File: config.mk
export PLATFORM = sky130hd
export DESIGN_NAME = qfrag_seq
export DESIGN_NICKNAME = d
export VERILOG_FILES = /design/src/rtl/qfrag_pkg.sv /design/src/rtl/qfrag_ctl.sv /design/src/rtl/qfrag_dp.sv /design/src/rtl/qfrag_seq.sv
export SDC_FILE = /design/constraint.sdc
export NUM_CORES = 1
export LEC_CHECK = 0
export ABC_AREA = 1
export BUFFER_PORTS_ARGS = -buffer_cell sky130_fd_sc_hd__buf_2
export CORE_ASPECT_RATIO = 0.8
export CORE_UTILIZATION = 45
export DETAILED_ROUTE_END_ITERATION = 8
export GPL_TIMING_DRIVEN = 0
export PLACE_DENSITY_LB_ADDON = 0.12
export SLEW_MARGIN = 40
export SYNTH_ARGS = -nofsm -noshare
export SYNTH_HDL_FRONTEND = slang
export SYNTH_SLANG_ARGS = --single-unit
File: constraint.sdc
create_clock -name clk -period 2.3 [get_ports clk]
set_input_delay 0.345 -clock clk [delete_from_list [all_inputs] [get_ports clk]]
set_output_delay 0.345 -clock clk [all_outputs]
set_load 0.02 [all_outputs]
File: src/rtl/qfrag_pkg.sv
package qfrag_pkg;
  localparam int BUS_W = 16;
  localparam int WDATA_W = 24;
  localparam int RDATA_W = 2 * BUS_W;

  typedef struct packed {
    logic load;
    logic capture;
  } ctlStrobe_t;

  typedef struct packed {
    logic       isByte;
    logic [1:0] addrAdd;
    logic [1:0] lane;
  } cycPlan_t;

  function automatic logic needsTwo(input logic [1:0] len, input logic bit0,
                                    input logic write);
    if (!write) return ({1'b0, len} + {2'b00, bit0}) > 3'd2;
    case (len)
      2'd2:    return bit0;
      2'd3:    return 1'b1;
      default: return 1'b0;
    endcase
  endfunction

  function automatic cycPlan_t planOf(input logic [1:0] len, input logic bit0,
                                      input logic write, input logic idx);
    cycPlan_t p;
    p = '{isByte: 1'b1, addrAdd: 2'd0, lane: 2'd0};
    if (!write) begin
      p.isByte  = 1'b0;
      p.addrAdd = idx ? 2'd2 : 2'd0;
    end else begin
      case (len)
        2'd2: begin
          if (bit0) begin
            p.addrAdd = {1'b0, idx};
            p.lane    = {1'b0, idx};
          end else begin
            p.isByte = 1'b0;
          end
        end
        2'd3: begin
          if (bit0) begin
            p.isByte  = !idx;
            p.addrAdd = {1'b0, idx};
            p.lane    = {1'b0, idx};
          end else begin
            p.isByte  = idx;
            p.addrAdd = idx ? 2'd2 : 2'd0;
            p.lane    = idx ? 2'd2 : 2'd0;
          end
        end
        default: p.isByte = 1'b1;
      endcase
    end
    return p;
  endfunction
endpackage

File: src/rtl/qfrag_ctl.sv
module qfrag_ctl
  import qfrag_pkg::*;
(
  input  logic       clk,
  input  logic       rstN,
  input  logic       reqValid,
  input  logic       busAck,
  input  logic       busTimeout,
  input  logic       isLast,
  output ctlStrobe_t strobe,
  output logic       busReq,
  output logic       busy,
  output logic       doneStb,
  output logic       errStb
);
  typedef enum logic {ST_IDLE, ST_BUS} state_t;

  state_t stateQ;
  logic   doneQ;
  logic   errQ;

  always_comb begin
    strobe.load    = (stateQ == ST_IDLE) && reqValid;
    strobe.capture = (stateQ == ST_BUS) && busAck;
  end

  always_ff @(posedge clk) begin
    if (!rstN) begin
      stateQ <= ST_IDLE;
      doneQ  <= 1'b0;
      errQ   <= 1'b0;
    end else begin
      doneQ <= 1'b0;
      errQ  <= 1'b0;
      case (stateQ)
        ST_IDLE: if (reqValid) stateQ <= ST_BUS;
        ST_BUS: begin
          if (busAck) begin
            if (isLast) begin
              stateQ <= ST_IDLE;
              doneQ  <= 1'b1;
            end
          end else if (busTimeout) begin
            stateQ <= ST_IDLE;
            errQ   <= 1'b1;
          end
        end
        default: stateQ <= ST_IDLE;
      endcase
    end
  end

  assign busReq  = (stateQ == ST_BUS);
  assign busy    = (stateQ != ST_IDLE);
  assign doneStb = doneQ;
  assign errStb  = errQ;
endmodule

File: src/rtl/qfrag_dp.sv
module qfrag_dp
  import qfrag_pkg::*;
#(
  parameter int ADDR_W = 22
) (
  input  logic               clk,
  input  logic               rstN,
  input  ctlStrobe_t         strobe,
  input  logic [ADDR_W-1:0]  reqAddr,
  input  logic [1:0]         reqLen,
  input  logic               reqWrite,
  input  logic [WDATA_W-1:0] reqWdata,
  input  logic [BUS_W-1:0]   busRdata,
  output logic               isLast,
  output logic [ADDR_W-1:0]  busAddr,
  output logic               busByte,
  output logic               busWrite,
  output logic [BUS_W-1:0]   busWdata,
  output logic [RDATA_W-1:0] rdData
);
  logic [ADDR_W-1:0]  addrQ;
  logic [1:0]         lenQ;
  logic               writeQ;
  logic [WDATA_W-1:0] dataQ;
  logic               twoQ;
  logic               idxQ;
  logic [BUS_W-1:0]   firstQ;
  logic [RDATA_W-1:0] rdQ;

  cycPlan_t          plan;
  logic [ADDR_W-1:0] baseAddr;
  logic [BUS_W-1:0]  laneData;

  always_ff @(posedge clk) begin
    if (!rstN) begin
      addrQ  <= '0;
      lenQ   <= 2'd1;
      writeQ <= 1'b0;
      dataQ  <= '0;
      twoQ   <= 1'b0;
      idxQ   <= 1'b0;
      firstQ <= '0;
      rdQ    <= '0;
    end else if (strobe.load) begin
      addrQ  <= reqAddr;
      lenQ   <= reqLen;
      writeQ <= reqWrite;
      dataQ  <= reqWdata;
      twoQ   <= needsTwo(reqLen, reqAddr[0], reqWrite);
      idxQ   <= 1'b0;
    end else if (strobe.capture) begin
      idxQ <= 1'b1;
      if (!isLast) begin
        firstQ <= busRdata;
      end else if (!writeQ) begin
        if (twoQ)          rdQ <= {busRdata, firstQ};
        else if (addrQ[1]) rdQ <= {busRdata, {BUS_W{1'b0}}};
        else               rdQ <= {{BUS_W{1'b0}}, busRdata};
      end
    end
  end

  assign isLast = !twoQ || idxQ;

  always_comb begin
    plan     = planOf(lenQ, addrQ[0], writeQ, idxQ);
    baseAddr = writeQ ? addrQ : {addrQ[ADDR_W-1:1], 1'b0};
    case (plan.lane)
      2'd1:    laneData = dataQ[23:8];
      2'd2:    laneData = {8'h00, dataQ[23:16]};
      default: laneData = dataQ[15:0];
    endcase
  end

  assign busAddr  = baseAddr + {{(ADDR_W-2){1'b0}}, plan.addrAdd};
  assign busByte  = plan.isByte;
  assign busWrite = writeQ;
  assign busWdata = plan.isByte ? {8'h00, laneData[7:0]} : laneData;
  assign rdData   = rdQ;
endmodule

File: src/rtl/qfrag_seq.sv
module qfrag_seq
  import qfrag_pkg::*;
#(
  parameter int ADDR_W = 22
) (
  input  logic               clk,
  input  logic               rstN,
  input  logic               reqValid,
  input  logic [ADDR_W-1:0]  reqAddr,
  input  logic [1:0]         reqLen,
  input  logic               reqWrite,
  input  logic [WDATA_W-1:0] reqWdata,
  output logic               busy,
  output logic               doneStb,
  output logic               errStb,
  output logic [RDATA_W-1:0] rdData,
  output logic               busReq,
  output logic [ADDR_W-1:0]  busAddr,
  output logic               busByte,
  output logic               busWrite,
  output logic [BUS_W-1:0]   busWdata,
  input  logic               busAck,
  input  logic [BUS_W-1:0]   busRdata,
  input  logic               busTimeout
);
  ctlStrobe_t strobe;
  logic       isLast;

  qfrag_ctl u_ctl (
    .clk(clk), .rstN(rstN), .reqValid(reqValid), .busAck(busAck),
    .busTimeout(busTimeout), .isLast(isLast), .strobe(strobe),
    .busReq(busReq), .busy(busy), .doneStb(doneStb), .errStb(errStb)
  );

  qfrag_dp #(.ADDR_W(ADDR_W)) u_dp (
    .clk(clk), .rstN(rstN), .strobe(strobe), .reqAddr(reqAddr),
    .reqLen(reqLen), .reqWrite(reqWrite), .reqWdata(reqWdata),
    .busRdata(busRdata), .isLast(isLast), .busAddr(busAddr),
    .busByte(busByte), .busWrite(busWrite), .busWdata(busWdata),
    .rdData(rdData)
  );
endmodule

# Yosys cells after proc, flatten, opt, wreduce, memory -nomap -nowiden
# Cells that the tools add are included.
dict set report totals {
  input_bits 70
  out_inout_bits 76
  reg_bits 102
}
dict set report op_classes {
  n_eq_ne 6
  bitwise_logic 5
  mux 26
  addsub 2
  reduce_logical 10
  order_cmp 1
}
# operator n
set op_table {}
lappend op_table {{$mux 32} 2}
lappend op_table {{$pmux 16 s2} 1}
lappend op_table {{$add 22x2->22} 1}
lappend op_table {{$mux 16} 1}
lappend op_table {{$mux 1} 13}
lappend op_table {{$eq 2x2->1 const B} 5}
lappend op_table {{$pmux 4 s2} 1}
lappend op_table {{$mux 3} 2}
lappend op_table {{$pmux 1 s2} 3}
lappend op_table {{$reduce_and 3->1} 2}
lappend op_table {{$mux 5} 1}
lappend op_table {{$not 1->1} 5}
lappend op_table {{$mux 2} 2}
lappend op_table {{$reduce_and 4->1} 1}
lappend op_table {{$add 2x1->3} 1}
lappend op_table {{$gt 3x2->1 const B} 1}
lappend op_table {{$reduce_or 3->1} 1}
lappend op_table {{$eq 2x1->1 const B} 1}
lappend op_table {{$logic_and 1x1->1} 2}
lappend op_table {{$logic_not 1->1} 2}
lappend op_table {{$reduce_or 2->1} 1}
lappend op_table {{$logic_or 1x1->1} 1}

# Logic depth before layout (Yosys ltp)
# Gate-level depths: netlist of the first run.
dict set report logic_depth {
  ltp_word 7
  depth_mapped 15
}

# Hierarchy
# Synthesis of the first run repeated with hierarchy kept, for this count alone.
dict set report hier_totals {
  hier_cells 711
  hier_area_um2 4892.2
}
# module seq_area_each_um2 n_inst area_each_um2 cells_each
set by_module_without_submodules {}
lappend by_module_without_submodules {qfrag_dp 1981.9 1 4763.3 693}
lappend by_module_without_submodules {qfrag_ctl 60.1 1 128.9 18}

# Worst setup path before layout of the first run
# No wires, ideal clock.
dict set report synth_timing {
  kind {register to output}
  start {register u_dp.writeQ, in the netlist u_dp.busWrite}
  end {output port busAddr[16]}
  required_ps 1955
  slack_ps -97
  arrival_ps 2052
  stages_incl_launch_ff 11
  n_path_buf 0
  cell_sequence {dfxtp_1 -> nand2_1 -> nor2_1 -> inv_1 -> o21ai_0 -> fa_1 -> nand2_1 -> nor2_2 -> nand2_1 -> nor2_1 -> xor2_1}
}
dict set report synth_via {
  elab_chain_cells 2
}
# item line_no
set synth_rtl {}
lappend synth_rtl {{start, declared} qfrag_dp.sv:23} ;# logic writeQ;
lappend synth_rtl {{start signal, assigned} qfrag_dp.sv:47} ;# writeQ <= reqWrite;
lappend synth_rtl {{$mux 1 / $mux 3 (equally long branches)} {qfrag_dp.sv:67, qfrag_pkg.sv:31}}
lappend synth_rtl {{$add 22x2->22 (*)} qfrag_dp.sv:75} ;# assign busAddr = baseAddr + {{(ADDR_W-2){1'b0}}, plan.addrAdd};
lappend synth_rtl {{end, declared} qfrag_seq.sv:18} ;# output logic [ADDR_W-1:0] busAddr,
# Mark *: on every way between the ends. The rest lies on a longest branch, timed or not.

# Worst setup path after layout of the first run
dict set report layout_timing {
  start {register u_dp.addrQ[0]}
  end {output port busAddr[10]}
}
dict set report layout_via {
  elab_chain_cells 4
}
# item line_no
set layout_rtl {}
lappend layout_rtl {{start, declared} qfrag_dp.sv:21} ;# logic [ADDR_W-1:0] addrQ;
lappend layout_rtl {{start signal, assigned} qfrag_dp.sv:45} ;# addrQ <= reqAddr;
lappend layout_rtl {{$mux 5 / $mux 3 (equally long branches)} {qfrag_pkg.sv:45, qfrag_pkg.sv:37}}
lappend layout_rtl {{$pmux 4 s2} qfrag_pkg.sv:35} ;# case (len)
lappend layout_rtl {{$mux 3} qfrag_pkg.sv:31} ;# if (!write) begin
lappend layout_rtl {{$add 22x2->22 (*)} qfrag_dp.sv:75}
# Marked as above.

==> results of run 1 <==
[sequential cells by signal (all words and copies together) (netlist names), 2 cells and up]
register / count
u_dp.dataQ: 24
u_dp.lenQ: 2
u_dp.rdData: 32
u_dp.addrQ: 22
u_dp.firstQ: 16
[critical path, cell delays in order, from the launching register on]
cell and delay, ns:
dfxtp_4 0.37, ha_4 0.17, nand3_4 0.11, inv_4 0.05, ha_4 0.16, fa_2 0.41
buf_6 0.16, nand2_4 0.09, nor2_4 0.05, xor2_1 0.16, buf_4 0.17
[cell families (layout without fill, tap and decap cells)]
group	Yosys count	in the layout	synth area share (%)
AO/OA/AOI/OAI	160	160	17.5
XOR/XNOR	11	11	1.99
adder cells (fa/ha/maj)	10	10	2.73
buffers and inverters	91	266	8.41
flip-flops	102	102	42.1
AND/OR/NAND/NOR	334	334	27.3
[power breakdown]
group / leakage, nW / switching [mW] / internal [mW] / total [mW]
sequential: 0.838 / 0.104 / 1.87 / 1.97
clock: 0.152 / 0.697 / 0.969 / 1.67
combinational: 2.17 / 0.465 / 0.307 / 0.771
[synthesized netlist by cell type, types with 2 or more instances]
master / count
buf_4: 2
ha_1: 9
o21ai_1: 12
nand3_1: 17
dfxtp_1: 102
buf_2: 11
buf_6: 6
xor2_1: 7
inv_2: 2
nor2_1: 174
a22oi_1: 16
inv_1: 46
nor2_2: 4
nand2_1: 132
a21oi_1: 54
nand4_1: 2
o211ai_1: 2
clkbuf_1: 19
buf_1: 4
nand2_2: 2
xnor2_1: 4
o21ai_0: 75
[repair_timing]
action / in CTS / in global routing
gates resized for setup: 85 / 77
pin swaps: 16 / 16
buffers inserted: 9 / 8
endpoints found under the setup margin: 37 / 37
cloned: 0 / 1
[layer usage]
metal,vias to the layer above,share of wire (%),GRT usage [%]
li1,2609,-,-
met1,2348,45,35.4
met2,204,45,42.4
met3,14,8.3,6.46
met4,0,1.1,6.09
met5,-,0,0
[metrics by stage]
step           total power, mW  setup TNS [ns]  setup slack (ns)
2_1_floorplan             2.42               0            0.0113
3_3_place_gp              2.67           -2.26            -0.320
3_5_place_dp              2.68           -2.73            -0.323
4_1_cts                   4.39           -7.03            -0.255
5_1_grt                   4.61           -8.73            -0.376
6_report                  4.41           -5.43            -0.261
[worst max-delay path by stage]
stage,slack [ns],start,to,depth (start not counted)
global placement,-0.32,u_dp.addrQ[0]$_SDFFE_PN0P_,busAddr[16],13
finish,-0.26,u_dp.addrQ[0]$_SDFFE_PN0P_,busAddr[10],10
CTS,-0.25,u_dp.addrQ[0]$_SDFFE_PN0P_,busAddr[21],15
detailed placement,-0.32,u_dp.addrQ[0]$_SDFFE_PN0P_,busAddr[16],13
global route,-0.38,u_dp.addrQ[0]$_SDFFE_PN0P_,busAddr[16],13
floorplan,0.01,u_dp.addrQ[0]$_SDFFE_PN0P_,busAddr[16],12
[cells in the final DEF (no fill, tap or decap), types with 13 or more instances in the layout]
master and instances:
a21oi_1 42, a22oi_1 16, buf_2 117, buf_4 36
buf_6 25, clkbuf_1 16, dfxtp_1 99, inv_1 41
nand2_1 109, nand2_2 16, nand3_1 13, nor2_1 168
o21ai_0 73, o21ai_1 13
[cell type report]
cell class	instances	area (um^2)
plain buffers	39	240
fillers	915	3580
clock buffers	9	225
well taps	140	175
inverters	49	196
flip-flops and latches	102	2050
repair buffers	162	1040
multi-input cells	515	2750
clock inverters	7	105
==> flow_metrics.py, run 1 <==
metrics = {
    "run_status": {
        "outcome": "complete, but fails checks",
        "violations": "setup timing",
    },
    "logic_synthesis": {
        "syn-mean-instance-area_um2": 6.85,
        "synth_cell_types": 28,
        "yosysWarnings": 0,
        "synth_top_area_share_pct": 42.1,
        "synth_cells": 708,
        "synth_seq_cells": 102,
        "yosysTopAreaCell": "dfxtp_1",
        "yosysSeqAreaShare_pct": 42.1,
        "synthArstFlopShare_pct": 0,
        "syn_nets": 788,
        "post_synth_main_area_contributors": "dfxtp_1, nor2_1, nand2_1",
        "synth_edf_count": 0,
        "netlist_area_um2": 4850,
        "ys.flop_type": "dfxtp_1",
    },
    "cts": {
        "cts_num_sinks": 102,
        "clkTransAtPathRegs_ns": 0.07,
        "hold_buffers": 0,
        "cts.path.max_buffers": 2,
        "h-tree-depth": 3,
        "numCtsBuffers": 9,
        "cts_tree": "yes",
        "cts-root-buf": "clkbuf_16",
        "clkLatencyLatePin_ns": 0.34,
    },
    "global_route": {
        "track_usage_pct": 26.2,
        "grt_pass1_wl_mm": 23.1,
        "grt_pass1_vias": 4728,
        "grt_max_degree": 19,
        "grt_overflow_total": 0,
        "antenna_found_initial": 0,
    },
    "drt": {
        "antenna_left": 0,
        "drc": 0,
        "post_drt_wl_per_cell_um": 14.4,
        "drt_wl_total_mm": 14.7,
        "drt_iter0_drc": 426,
        "firstDrtPassIters": 5,
        "via_count": 5175,
        "routed_via_density": 5.06,
    },
    "floorplan": {
        "dieArea_um2": 11200,
        "dieHeight_um": 94.9,
        "fp.dieW_um": 118,
        "fp-row-count": 33,
        "boundaryPins": 146,
        "placeableCoreArea_um2": 10400,
        "start_util_pct": 46.8,
    },
    "worst_hold_path": {
        "hp-class": "primary input to flop",
        "min_to": "u_dp.dataQ[14]$_SDFFE_PN0P_",
        "holdCritStartpoint": "reqWdata[14]",
        "hold_path_depth": 3,
    },
    "sta": {
        "fmax_ghz": 0.390,
        "grt_setup_unrepaired": "true",
        "fin_skew_ns": 0.00495,
        "holdWs_ns": 0.253,
        "drv_slew": 0,
        "slew_headroom_pct": 60.7,
        "layout_min_cycle_time_ns": 2.56,
        "layout_setup_ws_ns": -0.261,
        "setup_violations": 36,
        "post-route-period-util_pct": 111,
        "worstMarginPinSlew_ns": 0.590,
        "hold_viol": 0,
    },
    "pwr": {
        "vdd_ir_drop_max_mv": 0.367,
        "p_per_area_nw_per_um2": 650,
        "power.leakage_nw": 3.16,
    },
    "job": {
        "cap_violations": 0,
    },
    "place": {
        "hpwlAfterDp_mm": 10.5,
        "placed_area_um2": 5760,
        "dp.cells": 992,
        "port-buffer-count": 144,
        "gp_congestion": 0.847,
    },
    "critical_path": {
        "path_class": "flop to output pin",
        "critPathArrivalTime_ns": 2.22,
        "reg2regPathDepth": 8,
        "r2r-end": "u_dp.rdData[30]$_SDFFE_PN0P_",
        "regToRegStartpoint": "u_ctl.busReq$_SDFF_PN0_",
        "r2r_slack_ns": 0.80,
        "crit_path_start_kind": "flop",
        "cp.required_ns": 1.96,
        "crit_path_end_kind": "output pin",
        "cp_max_fo": 3,
    },
    "cells_and_area": {
        "fin_cells": 1023,
        "final_nets": 958,
        "area_growth_pct": 40.0,
        "drive_gt1_share_pct": 31.0,
        "diodes": 0,
        "final_cell_area_um2": 6790,
        "post-route-util_pct": 65.5,
    },
}
Note: power is estimated with default switching activity, not from simulation.
==> run 2, diff against run 1 <==
- GPL_TIMING_DRIVEN: 0 -> default
==> run 2 against run 1 <==
  * The flow still finishes with violations (setup timing)
  * Critical endpoint is now busAddr[16]
  * Sequential cell count did not move
  * Largest power group unchanged
  * Non-clock buffer count fell by 23
  * Total power fell by 1.3%
  * Cell count fell by 2.2%
==> flow_metrics.py, run 2 (same netlist as run 1, synthesis figures left out) <==
metrics = {
    "floorplan": {
        "boundaryPins": 146,
        "dieArea_um2": 11200,
        "dieHeight_um": 94.9,
        "fp-row-count": 33,
        "start_util_pct": 46.8,
        "fp.dieW_um": 118,
        "placeableCoreArea_um2": 10400,
    },
    "sta": {
        "fmax_ghz": 0.389,
        "post-route-period-util_pct": 112,
        "fin_skew_ns": 0.00632,
        "layout_min_cycle_time_ns": 2.57,
        "drv_slew": 0,
        "setup_violations": 33,
        "hold_viol": 0,
        "holdWs_ns": 0.243,
        "slew_headroom_pct": 74.1,
        "grt_setup_unrepaired": "true",
        "worstMarginPinSlew_ns": 0.388,
        "layout_setup_ws_ns": -0.272,
    },
    "cts": {
        "clkTransAtPathRegs_ns": 0.07,
        "numCtsBuffers": 9,
        "cts_tree": "yes",
        "cts.path.max_buffers": 2,
        "h-tree-depth": 3,
        "clkLatencyLatePin_ns": 0.34,
        "hold_buffers": 0,
        "cts_num_sinks": 102,
        "cts-root-buf": "clkbuf_16",
    },
    "run_status": {
        "outcome": "complete, but fails checks",
        "violations": "setup timing",
    },
    "drt": {
        "drc": 0,
        "drt_iter0_drc": 399,
        "via_count": 5029,
        "post_drt_wl_per_cell_um": 13.8,
        "routed_via_density": 5.03,
        "antenna_left": 0,
        "firstDrtPassIters": 5,
        "drt_wl_total_mm": 13.8,
    },
    "critical_path": {
        "crit_path_end_kind": "output pin",
        "worstPathCellList": "inv_4 -> ha_4 -> nand2_4 -> nor2_4 -> inv_2 -> o21ai_4 -> fa_2 -> nand2_2 -> nor2_4 -> nand2_2 -> nor2_4 -> xor2_2 -> buf_6",
        "critPathArrivalTime_ns": 2.23,
        "crit_path_start_kind": "flop",
        "cp.required_ns": 1.96,
        "cp_max_fo": 3,
        "crit_path_frequent_cell": "nor2_4",
        "critical_path.max_stage_delay_ns": 0.37,
        "path_class": "flop to output pin",
        "worst-path-buf-inv": 3,
        "path_delay_family": "simple AND/OR/NAND/NOR gates",
        "crit_slowest_cell": "dfxtp_4",
    },
    "worst_hold_path": {
        "hp-class": "primary input to flop",
    },
    "job": {
        "cap_violations": 0,
    },
    "cells_and_area": {
        "fin_cells": 1000,
        "diodes": 0,
        "drive_gt1_share_pct": 32.4,
        "final_cell_mix": "nor2_1, nand2_1, buf_2",
        "final_nets": 935,
        "area_growth_pct": 39.8,
        "largest_reg_flops": 32,
        "mostFrequentLayoutCell": "nor2_1",
    },
    "place": {
        "gp_congestion": 0.840,
        "dp.cells": 976,
        "port-buffer-count": 145,
        "pre_cts_ws_ns": -0.0521,
        "hpwlAfterDp_mm": 9.16,
    },
    "global_route": {
        "grt_overflow_total": 0,
        "grt_pass1_wl_mm": 21.7,
        "grt_pass1_vias": 4565,
        "grt_max_degree": 102,
        "track_usage_pct": 24.2,
        "antenna_found_initial": 0,
    },
    "pwr": {
        "vdd_ir_drop_max_mv": 0.389,
        "power.leakage_nw": 3.12,
        "p_per_area_nw_per_um2": 642,
        "finalPower_mw": 4.35,
    },
}
run 2: routing by layer:
layer / part of all wire [%] / routed length (um) / global-route usage [%] / up-vias
met1: 47 / 6510 / 33.5 / 2320
met3: 6.1 / 842 / 5.98 / 5
met2: 46 / 6340 / 38.2 / 154
met4: 0.46 / 63 / 4.81 / 0
li1: - / - / - / 2550
met5: 0 / 0 / 0 / -
run 2: area by class of cell:
| cell class | count | area (um^2) |
|---|---|---|
| Clock buffer | 10 | 229 |
| Clock inverter | 6 | 86.3 |
| Fill cell | 968 | 3580 |
| Inverter | 49 | 195 |
| Multi-Input combinational cell | 515 | 2820 |
| Sequential cell | 102 | 2050 |
| Tap cell | 140 | 175 |
| Timing Repair Buffer | 178 | 1220 |
run 2: path summary, 6_finish.rpt:
check	startpoint	to	slack, ns	cells after the start
setup / recovery	u_dp.addrQ[0]$_SDFFE_PN0P_	busAddr[16]	-0.27	13
hold / removal	busTimeout	u_ctl.errStb$_SDFF_PP0_	0.24	3
setup reg to reg	u_ctl.busReq$_SDFF_PN0_	u_dp.rdData[0]$_SDFFE_PN0P_	0.62	8
hold reg to reg	u_dp.rdData[16]$_SDFFE_PN0P_	u_dp.rdData[16]$_SDFFE_PN0P_	0.48	2
run 2: power breakdown:
| group | total, mW | internal [mW] | switching [mW] |
|---|---|---|---|
| clock network | 1.62 | 0.953 | 0.669 |
| logic | 0.757 | 0.310 | 0.447 |
| registers | 1.97 | 1.87 | 0.105 |
run 2: worst reg2reg max path: cells and delay by family (launching register included):
family / cells / cell delay (ns)
flops: 1 / 0.40
buf+inv: 2 / 0.36
simple gates: 6 / 0.82
run 2: repair_timing:
action                                  CTS  global route
buffers inserted                          5             2
gates resized for setup                  96            78
cloned                                    2             1
pin swaps                                12            24
endpoints found under the setup margin   37            37
run 2: per-stage QoR:
step,util (%),TNS [ns],instance area [um^2]
6_report,65.4,-4.60,6780
5_1_grt,65.4,-7.38,6780
4_1_cts,62.4,-4.35,6460
3_5_place_dp,55.5,-0.312,5750
3_3_place_gp,55.5,0,5750
2_1_floorplan,-,0,4860
==> run 3, diff against run 2 <==
- CORE_UTILIZATION: 45 -> 52
==> run 3 against run 2 <==
  * Sequential power about the same
  * First-iteration DRC count down 5.8%
  * Combinational power about the same
  * Non-clock buffer count down 5
  * The flow still finishes with violations (setup timing)
==> flow_metrics.py, run 3 (same netlist as run 1, synthesis figures left out) <==
metrics = {
    "sta": {
        "hold_viol": 0,
        "fmax_ghz": 0.387,
        "holdWs_ns": 0.240,
        "setup_violations": 36,
        "post-route-period-util_pct": 112,
        "grt_setup_unrepaired": "true",
        "slew_headroom_pct": 67.9,
        "layout_setup_ws_ns": -0.284,
        "finalSetupTns_ns": -5.92,
        "fin_skew_ns": 0.00450,
        "worstMarginPinSlew_ns": 0.480,
        "layout_min_cycle_time_ns": 2.58,
        "drv_slew": 0,
    },
    "pwr": {
        "vdd_ir_drop_max_mv": 0.608,
        "power.leakage_nw": 3.20,
        "finalPower_mw": 4.38,
        "p_per_area_nw_per_um2": 647,
    },
    "critical_path": {
        "critPathArrivalTime_ns": 2.24,
        "crit_path_start_kind": "flop",
        "cp.required_ns": 1.96,
        "cp_max_fo": 3,
        "crit_path_end_kind": "output pin",
        "path_class": "flop to output pin",
    },
    "global_route": {
        "track_usage_pct": 27.3,
        "antenna_found_initial": 0,
        "grt_pass1_wl_mm": 20.7,
        "grt_max_degree": 102,
        "grt_overflow_total": 0,
        "grt_pass1_vias": 4584,
    },
    "cts": {
        "clkTransAtPathRegs_ns": 0.07,
        "numCtsBuffers": 9,
        "cts-root-buf": "clkbuf_16",
        "cts.path.max_buffers": 2,
        "h-tree-depth": 3,
        "clkLatencyLatePin_ns": 0.34,
        "cts_num_sinks": 102,
        "cts_tree": "yes",
    },
    "drt": {
        "drc": 0,
        "via_count": 5102,
        "routed_via_density": 5.27,
        "firstDrtPassIters": 5,
        "drt_wl_total_mm": 13.8,
        "drt_iter0_drc": 376,
        "post_drt_wl_per_cell_um": 14.2,
        "antenna_left": 0,
    },
    "cells_and_area": {
        "nFillCells": 691,
        "mostFrequentLayoutCell": "nor2_1",
        "final_cell_area_um2": 6770,
        "final_cell_mix": "nor2_1, nand2_1, buf_2",
        "final_nets": 930,
        "largest_reg_flops": 32,
        "diodes": 0,
        "area_growth_pct": 39.6,
        "drive_gt1_share_pct": 32.7,
        "post-route-util_pct": 74.9,
        "fin_cells": 969,
    },
    "floorplan": {
        "dieArea_um2": 9720,
        "boundaryPins": 146,
        "dieHeight_um": 88.4,
        "fp-row-count": 31,
        "start_util_pct": 53.7,
        "fp.dieW_um": 110,
        "placeableCoreArea_um2": 9040,
    },
    "place": {
        "placed_area_um2": 5690,
        "gp_congestion": 0.914,
        "port-buffer-count": 145,
        "pre_cts_ws_ns": -0.0627,
        "dp.cells": 947,
        "hpwlAfterDp_mm": 8.74,
    },
    "run_status": {
        "violations": "setup timing",
        "outcome": "complete, but fails checks",
    },
    "worst_hold_path": {
        "hp-class": "primary input to flop",
    },
    "job": {
        "cap_violations": 0,
    },
}
-- run 3: worst max-delay path, stage by stage, from the launching register on --
cell	delay [ns]
dfxtp_4	0.37
ha_2	0.18
nand3_2	0.09
inv_2	0.10
ha_4	0.15
fa_2	0.22
nand2_2	0.07
nor2_4	0.15
buf_6	0.14
nand3_4	0.08
xnor2_2	0.17
buf_4	0.17
-- run 3: worst paths after layout --
| check | start | end | slack, ns | depth (start not counted) |
|---|---|---|---|---|
| min reg2reg | u_dp.rdData[29]$_SDFFE_PN0P_ | u_dp.rdData[29]$_SDFFE_PN0P_ | 0.48 | 2 |
| min | busTimeout | u_ctl.errStb$_SDFF_PP0_ | 0.24 | 3 |
| max reg2reg | u_ctl.busReq$_SDFF_PN0_ | u_dp.rdData[30]$_SDFFE_PN0P_ | 0.54 | 8 |
| max | u_dp.idxQ$_SDFFE_PP0P_ | busAddr[12] | -0.28 | 11 |
-- run 3: routing by layer --
| metal | track usage [%] | vias up | part of all wire [%] |
|---|---|---|---|
| met5 | 0 | - | 0 |
| met4 | 8.48 | 0 | 2.5 |
| met3 | 5.89 | 36 | 7.5 |
| met2 | 43.4 | 219 | 46 |
| met1 | 37.2 | 2298 | 44 |
| li1 | - | 2549 | - |
-- run 3: area by class of cell --
| type | instances | area, um^2 | area share (%) |
|---|---|---|---|
| inverter | 49 | 189 | 2.79 |
| clock inverter | 5 | 83.8 | 1.24 |
| tap | 115 | 144 | 2.12 |
| clock buffer | 10 | 239 | 3.53 |
| multi-input combinational | 515 | 2870 | 42.4 |
| sequential | 102 | 2050 | 30.3 |
| timing repair buffer | 173 | 1190 | 17.6 |
-- run 3: power breakdown --
| part | internal (mW) | switching, mW |
|---|---|---|
| combinational | 0.304 | 0.454 |
| sequential | 1.87 | 0.110 |
| clock | 0.979 | 0.663 |
| total | 3.15 | 1.23 |
-- run 3: what timing repair did --
item                                    4_1_cts  5_1_grt
hold buffers                                  0        0
resized for setup                           104       85
cloned                                        2        0
endpoints found under the setup margin       37       36
pin swaps                                    21       28
setup buffers                                 5        2
